<file path="src/rtl/tcr_pkg.sv">
package tcr_pkg;
   typedef enum logic [1:0] {
      OP_HOLD = 2'd0,
      OP_INC  = 2'd1,
      OP_LOAD = 2'd2
   } tcr_op_e;
endpackage

</file>
<file path="src/rtl/tcr_term.sv">
module tcr_term #(
   parameter int WIDTH = 8
) (
   input  logic [WIDTH-1:0] count,
   output logic             all_ones
);
   logic [WIDTH-1:0] chain;

   assign chain[0] = count[0];
   for (genvar i = 1; i < WIDTH; i++) begin : g_and
      assign chain[i] = chain[i-1] & count[i];
   end

   assign all_ones = chain[WIDTH-1];
endmodule

</file>
<file path="src/rtl/tcr_ctl.sv">
module tcr_ctl
   import tcr_pkg::*;
(
   input  logic    load,
   input  logic    cnt_en,
   input  logic    reload_mode,
   input  logic    all_ones,
   output tcr_op_e op
);
   always_comb begin
      if (load)                             op = OP_LOAD;
      else if (!cnt_en)                     op = OP_HOLD;
      else if (reload_mode && all_ones)     op = OP_LOAD;
      else                                  op = OP_INC;
   end
endmodule

</file>
<file path="src/rtl/tcr_divout.sv">
module tcr_divout #(
   parameter bit DUAL_FF = 1'b1
) (
   input  logic clk,
   input  logic mrst,
   input  logic term,
   output logic q,
   output logic q_n
);
   always_ff @(posedge clk or posedge mrst) begin
      if (mrst) q <= 1'b0;
      else      q <= term;
   end

   if (DUAL_FF) begin : g_dual
      always_ff @(posedge clk or posedge mrst) begin
         if (mrst) q_n <= 1'b1;
         else      q_n <= ~term;
      end
   end else begin : g_single
      assign q_n = ~q;
   end
endmodule

</file>
<file path="src/rtl/tc_reload_counter.sv">
module tc_reload_counter
   import tcr_pkg::*;
#(
   parameter int WIDTH       = 8,
   parameter bit DIV_DUAL_FF = 1'b1
) (
   input  logic             clk,
   input  logic             mrst,
   input  logic             cnt_en,
   input  logic             load,
   input  logic [WIDTH-1:0] preset,
   input  logic             reload_mode,
   output logic [WIDTH-1:0] count,
   output logic             tc_n,
   output logic             div_out,
   output logic             div_out_n
);
   localparam logic [WIDTH-1:0] ONE = WIDTH'(1);

   if (WIDTH < 2) begin : g_bad_width
      $error("tc_reload_counter: WIDTH must be at least 2");
   end

   logic             all_ones;
   tcr_op_e          op;
   logic [WIDTH-1:0] cnt_q;
   logic [WIDTH-1:0] cnt_d;

   tcr_term #(.WIDTH(WIDTH)) u_term (
      .count    (cnt_q),
      .all_ones (all_ones)
   );

   tcr_ctl u_ctl (
      .load        (load),
      .cnt_en      (cnt_en),
      .reload_mode (reload_mode),
      .all_ones    (all_ones),
      .op          (op)
   );

   always_comb begin
      unique case (op)
         OP_LOAD: cnt_d = preset;
         OP_INC:  cnt_d = cnt_q + ONE;
         default: cnt_d = cnt_q;
      endcase
   end

   always_ff @(posedge clk or posedge mrst) begin
      if (mrst) cnt_q <= '0;
      else      cnt_q <= cnt_d;
   end

   tcr_divout #(.DUAL_FF(DIV_DUAL_FF)) u_div (
      .clk  (clk),
      .mrst (mrst),
      .term (all_ones),
      .q    (div_out),
      .q_n  (div_out_n)
   );

   assign count = cnt_q;
   assign tc_n  = ~all_ones;
endmodule

</file>
<file path="config.mk">
export PLATFORM = sky130hd
export DESIGN_NAME = tc_reload_counter
export DESIGN_NICKNAME = d
export VERILOG_FILES = /design/src/rtl/tcr_pkg.sv /design/src/rtl/tcr_term.sv /design/src/rtl/tcr_ctl.sv /design/src/rtl/tcr_divout.sv /design/src/rtl/tc_reload_counter.sv
export SDC_FILE = /design/constraint.sdc
export NUM_CORES = 1
export LEC_CHECK = 0
export ABC_CLOCK_PERIOD_IN_PS = 2400
export CAP_MARGIN = 20
export CORE_AREA = 2 2 42 44
export DETAILED_ROUTE_END_ITERATION = 6
export DIE_AREA = 0 0 44 46
export HOLD_SLACK_MARGIN = 0.02
export PLACE_DENSITY = 0.8
export SYNTH_ARGS = -nofsm -noshare
export SYNTH_HDL_FRONTEND = slang
export SYNTH_SLANG_ARGS = --single-unit
</file>
<file path="constraint.sdc">
create_clock -name clk -period 2.4 [get_ports clk]
set_clock_uncertainty 0.1 [all_clocks]
set_input_delay 0.48 -clock clk [delete_from_list [all_inputs] [get_ports clk]]
set_output_delay 0.48 -clock clk [all_outputs]
set_load 0.005 [all_outputs]
</file>
==> summary.txt, run 1 <==
Run status
  • Status: finished, final reports clean

Floorplanning
  • Core area: 0.00161 mm^2
  • Number of I/O pins: 24
  • Initial Utilization: 37.1%
  • Chip width: about 44 um
  • Num rows: 15
  • Die Ht: 46 um
  • Die Area: 0.00202 mm^2

Routing
  • Via Count: between 500 and 600
  • DRT Pass-1 Iters: 4
  • Number of vias per cell: 5.46
  • Routed Antenna Nets: 0
  • Post-Route WL: 1380 um
  • DRC Markers: 0
  • Avg WL per Cell: 13.4 um
  • Initial drt markers: 10

Layout
  • Nets: a little over 100
  • Core Util, Final: 55.5%
  • Antenna cells: 0
  • Design area: approximately 900 um^2
  • Layout cell share with drive strength beyond 1: between 10% and 20%
  • Area growth syn-to-layout: 49.5%

STA
  • RSZ-0062 raised after global routing: no
  • FMAX: around 440 MHz
  • Worst Tran Pin Value: 0.380 ns
  • Final setup viols: 0
  • Final Max Slew Viols: 0
  • Final min period: 2.28 ns
  • Post-route setup TNS: 0 ns
  • Rel. slew slack: 74.6%
  • Final Hold Viols: 0
  • Final setup margin: 0.116 ns
  • Final worst-path cycle share: between 90% and 100%

Logic synthesis
  • Number of synthesized register bits: 10
  • Mapped Cells: between 50 and 60
  • Distinct cells, synth: 24
  • Syn_nets: 72
  • Sequential share of the synthesized area: 42.0%
  • Synthesized area per cell: 10.5 um^2
  • Synth warnings: 0
  • Cell area after synthesis: around 600 um^2

CTS
  • Sink Count: 10
  • CTS tree: built
  • H-tree Lvls: 1
  • Reg clk slew, reported paths: 0.07 ns
  • TritonCTS buffer count: 3
  • Worst skew pair latency: 0.26 ns
  • Hold Buf Count CTS: 0
  • Root Driver: clkbuf_4
  • Clk buf depth: 2
  • Setup Fix Bufs, Post-CTS: 0

GRT
  • GRT overflow: 0
  • First-pass GRT wire length: between 2000 and 2500 um
  • Number of global-route vias before repair: 525
  • Largest net degree at the start of global routing: 16
  • Overall Global Routing Usage: between 10% and 20%
  • Antenna violations before repair: 0

Worst setup path
  • Crit path cell chain: ha_1 > ha_1 > and3_4 > and2_2 > inv_1 > dlygate4sd2_1
  • Worst setup path end: tc_n
  • Worst path top cell family by delay: adder cells
  • CP peak stage delay: 0.38 ns
  • Most frequent CP cell: ha_1
  • Nature of the critical path startpoint: flip-flop
  • Critical Path Slowest Stage Cell: dfrtp_1
  • Endpoint of the worst register-to-register path: count[7]$_DFFE_PP0P_
  • Cell count along the critical path: 6
  • Worst path required time: 1.82 ns
  • Worst Path Max Fanout: 3
  • Worst flop-to-flop path startpoint: count[0]$_DFFE_PP0P_
  • Buf/Inv on CP: 2
  • Critical path type: flip-flop to primary output
  • CP endpoint kind: primary output
  • Arrival @ worst endpoint: 1.70 ns
  • R2R Setup Slk: 0.24 ns
  • CP Launch Point: count[0]$_DFFE_PP0P_
  • R2R depth: 6

Flow run
  • Max cap viols: 0

Power
  • Max rail drop VDD: about 330 uV
  • Total power: between 0.0004 and 0.0005 W
  • Leakage: 0.363 nW
  • Pwr dens: 517 mW/mm^2

Worst hold path
  • HP Class: primary input to async pin

Place
  • Place WS: 0.0870 ns
  • Placed cell area: 866 um^2
  • Hpwl dp: 1090 um
  • Final GP Congestion: 0.756
  • Port bufs: 23
==> kinds of logic after synthesis <==
logic type / Yosys count / synth area share [%]
AOI/OAI and AO/OA: 16 / 23.0
muxes: 6 / 10.9
adders and majority gates: 2 / 4.17
and+or+nand+nor: 18 / 15.7
DFF: 10 / 42.0
buffers and inverters: 5 / 4.38
==> synth_stat cells (all sizes together) <==
cell | count | area share [%]
a311oi | 1 | 4.4
and4 | 1 | 1.5
o311a | 1 | 1.9
and3 | 3 | 3.1
inv | 3 | 1.9
nand2 | 7 | 4.4
o21ai | 3 | 2.5
and2 | 1 | 1.3
nand3b | 1 | 1.3
a21oi | 3 | 2.5
nor2 | 1 | 0.63
dfrtp | 9 | 38
ha | 2 | 4.2
mux2i | 2 | 3.3
buf | 1 | 1.9
a31oi | 1 | 1.0
o22a | 5 | 7.3
mux2 | 4 | 7.5
or3 | 1 | 1.0
a311o | 1 | 1.9
o311ai | 1 | 1.5
clkbuf | 1 | 0.63
dfstp | 1 | 4.4
nand3 | 3 | 2.5
==> routing by layer <==
layer	global-route usage [%]	vias to the layer above	wire length [um]
li1	-	275	-
met1	19.1	270	583
met2	28.5	15	701
met3	2.78	2	70
met4	9.09	0	25
met5	0	-	0
==> sequential cells by signal (all words and copies together), names as in the netlist <==
| name | count |
|---|---|
| u_div.q | 1 |
| count | 8 |
| u_div.q_n | 1 |
==> per-stage QoR <==
stage | hold slack (ns) | std cells
4_1_cts | 0.395 | 103
3_5_place_dp | 0.401 | 99
6_report | 0.390 | 103
5_1_grt | 0.415 | 103
2_1_floorplan | 0.219 | 57
3_3_place_gp | 0.392 | 99
==> cells in the final DEF (no fill, tap or decap) <==
master	n
a21oi_1	3
o22a_1	5
dlygate4sd2_1	1
and2_2	1
nand2_1	7
buf_4	4
inv_1	3
a311oi_4	1
nand3_1	3
mux2_1	4
o21ai_0	3
clkdlybuf4s50_1	22
mux2i_1	2
or3_1	1
nor2_1	1
nand3b_1	1
dfrtp_1	9
ha_1	2
o311a_2	1
and4_1	1
and3_4	1
clkbuf_1	1
clkbuf_4	3
o311ai_0	1
dfstp_2	1
a31oi_1	1
a311o_2	1
and3_1	2
==> report_power, final <==
group / total (W) / internal [W] / switching, W
clock network: 0.000120 / 0.0000641 / 0.0000561
logic: 0.000138 / 0.0000848 / 0.0000532
registers: 0.000205 / 0.000186 / 0.0000189
==> worst min-delay path by stage <==
stage | startpoint | end | slack (ns) | depth (start not counted)
2_1_floorplan | mrst | count[0]$_DFFE_PP0P_ | 0.22 | 1
3_3_place_gp | count[6]$_DFFE_PP0P_ | count[6]$_DFFE_PP0P_ | 0.39 | 1
3_5_place_dp | count[6]$_DFFE_PP0P_ | count[6]$_DFFE_PP0P_ | 0.40 | 1
4_1_cts | mrst | count[3]$_DFFE_PP0P_ | 0.39 | 2
5_1_grt | mrst | count[3]$_DFFE_PP0P_ | 0.41 | 2
6_report | mrst | count[3]$_DFFE_PP0P_ | 0.39 | 2
==> worst register-to-register path: cells and delay by family (launching register included) <==
family | cells | cell delay, ns
DFF | 1 | 0.38
AOI/OAI and AO/OA | 2 | 0.61
and+or+nand+nor | 1 | 0.18
muxes | 1 | 0.37
adders and majority gates | 2 | 0.40
==> what timing repair did <==
item	CTS	global route
endpoints found under the hold margin	0	0
gates resized for setup	2	0
setup endpoints to repair	1	0
==> final cells by class <==
| cell class | count | area, um^2 |
|---|---|---|
| fillers | 146 | 718 |
| repair buffers | 27 | 259 |
| clock buffers | 4 | 26.3 |
| multi-input cells | 42 | 327 |
| inverters | 3 | 11.3 |
| well taps | 17 | 21.3 |
| flip-flops and latches | 10 | 251 |
No activity file was read; power rests on OpenSTA's default activity.
==> run 2: changes to the inputs <==
- HOLD_SLACK_MARGIN: 0.02 -> 0.1
==> results of run 2 <==
Final layout, timing and power as in run 1 (identical DEF).
